**config.mk**
```make
export PLATFORM = sky130hd
export DESIGN_NAME = smm_pin_ctrl
export DESIGN_NICKNAME = d
export VERILOG_FILES = /design/src/rtl/smm_pin_pkg.sv /design/src/rtl/smm_mode_reg.sv /design/src/rtl/smm_state_track.sv /design/src/rtl/smm_flush_gen.sv /design/src/rtl/smm_pin_mux.sv /design/src/rtl/smm_pin_ctrl.sv
export SDC_FILE = /design/constraint.sdc
export NUM_CORES = 1
export LEC_CHECK = 0
export BUFFER_PORTS_ARGS = -buffer_cell sky130_fd_sc_hd__buf_2
export CORE_AREA = 8 8 45 47
export CTS_CLUSTER_SIZE = 24
export DETAILED_ROUTE_END_ITERATION = 10
export DIE_AREA = 0 0 53 55
export SETUP_SLACK_MARGIN = 0.15
export SYNTH_ARGS = -nofsm -noshare
export SYNTH_HDL_FRONTEND = slang
export SYNTH_SLANG_ARGS = --single-unit
```
**constraint.sdc**
```tcl
create_clock -name clk -period 0.8 [get_ports clk]
set_input_delay 0.08 -clock clk [delete_from_list [all_inputs] [get_ports clk]]
set_output_delay 0.08 -clock clk [all_outputs]
set_load 0.005 [all_outputs]
```
**src/rtl/smm_pin_pkg.sv**
```systemverilog
package smm_pin_pkg;

  localparam int unsigned MODE_BITS = 5;

  localparam int unsigned BIT_STYLE = 0;
  localparam int unsigned BIT_FLUSH = 1;
  localparam int unsigned BIT_A20   = 2;
  localparam int unsigned BIT_KEN   = 3;
  localparam int unsigned BIT_REDIR = 4;

  typedef struct packed {
    logic redir_rst;
    logic force_ken;
    logic force_a20;
    logic flush_on_entry;
    logic strobe_style;
  } smm_mode_t;

  function automatic smm_mode_t mode_from_bits(input logic [MODE_BITS-1:0] b);
    smm_mode_t m;
    m.strobe_style   = b[BIT_STYLE];
    m.flush_on_entry = b[BIT_FLUSH];
    m.force_a20      = b[BIT_A20];
    m.force_ken      = b[BIT_KEN];
    m.redir_rst      = b[BIT_REDIR];
    return m;
  endfunction

  // Drive an active-low pin inactive (high) when forced, else pass it on.
  function automatic logic pin_override(input logic force_hi, input logic src_n);
    return force_hi ? 1'b1 : src_n;
  endfunction

  // A rising edge of the management state.
  function automatic logic rising(input logic now_v, input logic prev_v);
    return now_v & ~prev_v;
  endfunction

endpackage

```
**src/rtl/smm_mode_reg.sv**
```systemverilog
module smm_mode_reg
  import smm_pin_pkg::*;
#(
  parameter int unsigned DATA_W = 8
) (
  input  logic              clk,
  input  logic              rst_n,
  input  logic              wr_en,
  input  logic [DATA_W-1:0] wr_data,
  output logic [DATA_W-1:0] rd_data,
  output smm_mode_t         mode
);
  localparam int unsigned RSV_W = DATA_W - MODE_BITS;

  logic [MODE_BITS-1:0] mode_q;
  logic                 unused_rsv;

  assign unused_rsv = ^wr_data[DATA_W-1:MODE_BITS];

  always_ff @(posedge clk or negedge rst_n) begin
    if (!rst_n)
      mode_q <= '0;
    else if (wr_en)
      mode_q <= wr_data[MODE_BITS-1:0];
  end

  assign rd_data = {{RSV_W{1'b0}}, mode_q};
  assign mode    = mode_from_bits(mode_q);
endmodule

```
**src/rtl/smm_state_track.sv**
```systemverilog
module smm_state_track
  import smm_pin_pkg::*;
(
  input  logic clk,
  input  logic rst_n,
  input  logic strobe_style,
  input  logic smm_sig_n,
  input  logic smm_ads_n,
  output logic in_smm,
  output logic smm_entry
);
  logic strobed_q;
  logic in_smm_q;

  // Strobe-qualified tracker: sampled only when the address strobe is low.
  always_ff @(posedge clk or negedge rst_n) begin
    if (!rst_n)
      strobed_q <= 1'b0;
    else if (!smm_ads_n)
      strobed_q <= ~smm_sig_n;
  end

  assign in_smm = strobe_style ? strobed_q : ~smm_sig_n;

  always_ff @(posedge clk or negedge rst_n) begin
    if (!rst_n)
      in_smm_q <= 1'b0;
    else
      in_smm_q <= in_smm;
  end

  assign smm_entry = rising(in_smm, in_smm_q);
endmodule

```
**src/rtl/smm_flush_gen.sv**
```systemverilog
module smm_flush_gen (
  input  logic clk,
  input  logic rst_n,
  input  logic enable,
  input  logic smm_entry,
  output logic flush_n
);
  logic pulse_q;

  always_ff @(posedge clk or negedge rst_n) begin
    if (!rst_n)
      pulse_q <= 1'b0;
    else
      pulse_q <= enable & smm_entry;
  end

  assign flush_n = ~pulse_q;
endmodule

```
**src/rtl/smm_pin_mux.sv**
```systemverilog
module smm_pin_mux
  import smm_pin_pkg::*;
(
  input  smm_mode_t mode,
  input  logic      in_smm,
  input  logic      bus_cyc,
  input  logic      a20m_in_n,
  input  logic      ken_in_n,
  input  logic      soft_rst_in,
  output logic      a20m_out_n,
  output logic      ken_out_n,
  output logic      soft_rst_out,
  output logic      smi_req
);
  logic a20_force;
  logic ken_force;

  assign a20_force    = mode.force_a20 & in_smm;
  assign ken_force    = mode.force_ken & in_smm & bus_cyc;
  assign a20m_out_n   = pin_override(a20_force, a20m_in_n);
  assign ken_out_n    = pin_override(ken_force, ken_in_n);
  assign soft_rst_out = soft_rst_in & ~mode.redir_rst;
  assign smi_req      = soft_rst_in & mode.redir_rst;
endmodule

```
**src/rtl/smm_pin_ctrl.sv**
```systemverilog
module smm_pin_ctrl
  import smm_pin_pkg::*;
#(
  parameter int unsigned CFG_W = 8
) (
  input  logic             clk,
  input  logic             rst_n,
  input  logic             cfg_wr_en,
  input  logic [CFG_W-1:0] cfg_wr_data,
  output logic [CFG_W-1:0] cfg_rd_data,
  input  logic             smm_sig_n,
  input  logic             smm_ads_n,
  input  logic             bus_cyc,
  input  logic             a20m_in_n,
  input  logic             ken_in_n,
  input  logic             soft_rst_in,
  output logic             flush_n,
  output logic             a20m_out_n,
  output logic             ken_out_n,
  output logic             soft_rst_out,
  output logic             smi_req
);
  smm_mode_t mode;
  logic      in_smm;
  logic      smm_entry;

  smm_mode_reg #(.DATA_W(CFG_W)) u_reg (
    .clk     (clk),
    .rst_n   (rst_n),
    .wr_en   (cfg_wr_en),
    .wr_data (cfg_wr_data),
    .rd_data (cfg_rd_data),
    .mode    (mode)
  );

  smm_state_track u_track (
    .clk          (clk),
    .rst_n        (rst_n),
    .strobe_style (mode.strobe_style),
    .smm_sig_n    (smm_sig_n),
    .smm_ads_n    (smm_ads_n),
    .in_smm       (in_smm),
    .smm_entry    (smm_entry)
  );

  smm_flush_gen u_flush (
    .clk       (clk),
    .rst_n     (rst_n),
    .enable    (mode.flush_on_entry),
    .smm_entry (smm_entry),
    .flush_n   (flush_n)
  );

  smm_pin_mux u_mux (
    .mode         (mode),
    .in_smm       (in_smm),
    .bus_cyc      (bus_cyc),
    .a20m_in_n    (a20m_in_n),
    .ken_in_n     (ken_in_n),
    .soft_rst_in  (soft_rst_in),
    .a20m_out_n   (a20m_out_n),
    .ken_out_n    (ken_out_n),
    .soft_rst_out (soft_rst_out),
    .smi_req      (smi_req)
  );
endmodule

```
Yosys cells after proc, flatten, opt, wreduce, memory -nomap -nowiden
Index checks and enable logic that the tools add are counted.

Flip-flop bits (word level): 8. Word-level logic and storage cells: 18. Output and inout bits: 13. Bits of input ports: 17.

Mux-type cells: 3. Bitwise gates (word level): 11.

Operators with widths (number): AND 1 bit (7); NOT 1 bit (4); 2-to-1 mux 1 bit (3).

Logic depth before layout (Yosys ltp)
Depth in word-level cells: 5. Mapped depth: 2. Mapped depth without buffers: 2.

Cells and area by module
Synthesis repeated with hierarchy kept, for this count alone.

Cell total of the unflattened synthesis: 34. Area total of the unflattened synthesis: 394.1 µm².

By module, submodules not included: smm_mode_reg (area each 245.2 µm², seq. area each 125.1 µm², cells each 19, times used 1); smm_state_track (area each 81.3 µm², seq. area each 50.0 µm², cells each 8, times used 1); smm_flush_gen (area each 35.0 µm², seq. area each 25.0 µm², cells each 3, times used 1); smm_pin_mux (area each 32.5 µm², seq. area each 0.0 µm², cells each 4, times used 1).

Least setup slack after synthesis
No wires, ideal clock.

Path type: register to output. Start: register u_reg.mode_q[0] (netlist: u_reg.mode[0]). End: output port ken_out_n. Data arrival time: 756 ps. Buffers on the path: 0. Stages on the path, launching flop included: 3. Setup slack: -36 ps. Data required time: 720 ps. Cells stage by stage: dfrtp_1 nand2b_4 a41o_1.

Word-level cells in the longest chain between the ends: 4.

RTL lines: start: declaration (line smm_mode_reg.sv:15) `logic [MODE_BITS-1:0] mode_q;`; start signal: assignment (line smm_mode_reg.sv:24) `mode_q <= wr_data[MODE_BITS-1:0];`; 2-to-1 mux 1 bit (line smm_state_track.sv:23) `assign in_smm = strobe_style ? strobed_q : ~smm_sig_n;`; AND 1 bit (2 in a row) (line smm_pin_mux.sv:19) `assign ken_force = mode.force_ken & in_smm & bus_cyc;`; 2-to-1 mux 1 bit (line smm_pin_pkg.sv:31) `return force_hi ? 1'b1 : src_n;`; end: declaration (line smm_pin_ctrl.sv:19) `output logic ken_out_n,`.

No other way between the ends.

Worst setup path in the final report
Start: register u_reg.mode_q[0] (netlist: u_reg.mode[0]). End: output port a20m_out_n.

Word-level cells in the longest chain between the ends: 3.

RTL lines: 2-to-1 mux 1 bit (line smm_state_track.sv:23); AND 1 bit (line smm_pin_mux.sv:18) `assign a20_force = mode.force_a20 & in_smm;`; 2-to-1 mux 1 bit (line smm_pin_pkg.sv:31); end: declaration (line smm_pin_ctrl.sv:18) `output logic a20m_out_n,`.

No other way between the ends.

==> flow_metrics.tcl <==
set metrics [dict create \
    rrSetupSlack_ns -0.24 \
    drt-initial-drc-count 2 \
    ant_nets 0 \
    rsz0062_at_grt "yes" \
    synth_edf_count 0 \
    final_cells 73 \
    antenna_found_initial 0 \
    synthAdderAreaFrac 0 \
    remaining_drc_errors 0 \
    place.gp.congestion 0.712 \
    syn_to_final_growth_pct 51.7 \
    synth_compound_area_frac 0.0629 \
    crit_end "a20m_out_n" \
    clk_pin_slew_worst_paths_ns 0.05 \
    maxSlewViolCount 0 \
    ys_types 14 \
    peakVddDrop_mv 0.761 \
    dp.cells 67 \
    fmax_mhz 804 \
    synthArstFlopShare 1.00 \
    yosys_register_bits 8 \
    cp_cell_sequence "nand2b_4, a31o_1, buf_2" \
    place_ws_ns -0.168 \
    synth.top_cell.area_share 0.530 \
    ios 30 \
    hold_viol_final 0 \
    start_kind "flop" \
    grt_pass1_wl_um 1580 \
    antenna_cells 0 \
    avgSynthCellArea_um2 12.6 \
    startpoint "u_reg.mode[0]" \
    worst_ep_arrival_time_ns 1.16 \
    start_util 0.273 \
    cts_inserted_buffers 3 \
    yosysTopAreaCell "dfrtp_1" \
    slowest_delay_ns 0.43 \
    timing.final.crit_share 1.55 \
    port_buffers 23 \
    synth.most_common_cell "dfrtp_1" \
    crit_type "flop to output pin" \
    synth.cell_area_um2 378 \
    r2r_start "u_reg.mode[0]" \
    nets 76 \
    synth_simple_gate_area_share 0.139 \
    rr_endpoint "u_reg.mode[0]" \
    power_mw 1.01 \
    muxShareOfSynthArea 0.149 \
    die_area_um2 2920 \
    regArea_um2 201 \
    syn-instance-count 30 \
    drive_above_1_share 0.649 \
    ys_seq_area_frac 0.530 \
    die_y_um 55 \
    synth_top_family_by_area "multiplexers" \
    setup_tns_ns -2.19 \
    crit_path_top_delay_cell "dfrtp_2" \
    end_kind "output pin" \
    core_um2 1380 \
    powerDensity_nw_per_um2 1750 \
    whs_ns 0.0249 \
    outcome "finished, violations left" \
    vias 308 \
    hold_path.class "input port to flop" \
    cts_max_path_buffers 2 \
    max_cap_viol_count 0 \
    synth_area_leaders "dfrtp_1, mux2_1, buf_4, nand2b_4, and2_1" \
    synthXorXnorAreaFrac 0 \
    failed_checks "setup timing" \
    timing.critical_path.buf_inv 1 \
    setup_viol 14 \
    crit_family "flip-flops" \
    vias_per_cell 4.22 \
    grt_max_degree 9 \
    synth_common_cells "dfrtp_1, buf_4, mux2_1" \
    crit_required_ns 0.72 \
    synthFlopType "dfrtp_1" \
    firstDrtPassIters 2 \
    period_needed_ns 1.24 \
    htreeDepth 1 \
    path_depth 3 \
    wirelength_um 933 \
    n_fill_cell 140 \
    worstRegToRegCells 3 \
    cts_sinks 8 \
    wl_per_cell_um 12.8 \
    grt_pass1_vias 358 \
    ys_warn_count 0 \
    die_w_um 53 \
    grt_overflow 0 \
    grtUsageTotal 0.0754 \
    clockRootBuffer "clkbuf_4" \
    hpwl_um 780 \
    crit_path_max_fanout 4 \
    p_leak_nw 0.312 \
    setup_ws_ns -0.443 \
    skew_ns 0.00111 \
    cts_tree "done" \
    clk_latency_ns 0.25 \
    multi_input_area_um2 170 \
    rows 14 \
]
-- metrics by stage --
step                area [um^2]   util
floorplan                   404      -
global placement            509  0.368
detailed placement          509  0.368
CTS                         549  0.397
global route                573  0.414
finish                      573  0.414
-- flip-flops by register name, summed over array words and instances (netlist names) --
| signal | flops |
|---|---|
| u_track.in_smm_q | 1 |
| u_reg.mode | 5 |
| u_flush.pulse_q | 1 |
| u_track.strobed_q | 1 |
-- per-layer routing --
metal	up-vias	global-route usage	part of all wire
met1	144	0.0882	0.44
met3	0	0.0401	0.12
met5	-	0	0
met2	16	0.109	0.44
met4	0	0.0388	0
li1	148	-	-
-- cells by family after synthesis --
group,Yosys count
AOI/OAI and AO/OA,3
buffers and inverters,6
DFF,8
muxes,5
other,1
and+or+nand+nor,7
-- layout make-up --
cell class | instances | area share
timing repair buffer | 27 | 0.271
inverter | 1 | 0.00655
sequential | 8 | 0.352
multi-input combinational | 18 | 0.297
clock buffer | 3 | 0.0393
tap | 16 | 0.0349
-- what timing repair did --
action	CTS	global route
buffers inserted	1	1
pin swaps	2	0
endpoints found under the setup margin	17	17
hold endpoints to repair	8	0
resized for setup	0	5
hold buffers	1	0
cloned	0	0
-- how the worst min path moves through the flow --
stage | startpoint | to | depth (start not counted)
final | smm_ads_n | u_track.strobed_q | 2
after global routing | smm_ads_n | u_track.strobed_q | 2
after CTS | smm_ads_n | u_track.strobed_q | 2
after detailed placement | rst_n | u_flush.pulse_q | 1
after global placement | rst_n | u_reg.mode[0] | 1
after floorplan | rst_n | u_flush.pulse_q | 0
-- power by group --
part | switching [mW] | internal [mW] | total, mW
clock network | 0.129 | 0.171 | 0.301
logic | 0.0795 | 0.150 | 0.229
registers | 0.0283 | 0.447 | 0.475
-- cell usage in the layout, fill, tap and decap left out, types with 2 or more instances in the layout --
| cell type | netlist | layout |
|---|---|---|
| buf_2 | 0 | 23 |
| mux2_4 | 0 | 5 |
| clkbuf_4 | 0 | 3 |
| dfrtp_1 | 8 | 7 |
| and2_1 | 2 | 2 |
| nand2b_4 | 1 | 2 |
| buf_6 | 0 | 2 |
| conb_1 | 1 | 3 |
-- worst register-to-register path: cells and delay by family, from the launching register on --
| family | cells | cell delay, ns |
|---|---|---|
| mux | 1 | 0.25 |
| flops | 1 | 0.43 |
| buf+inv | 2 | 0.24 |
Power figures use the tool's default switching activity.
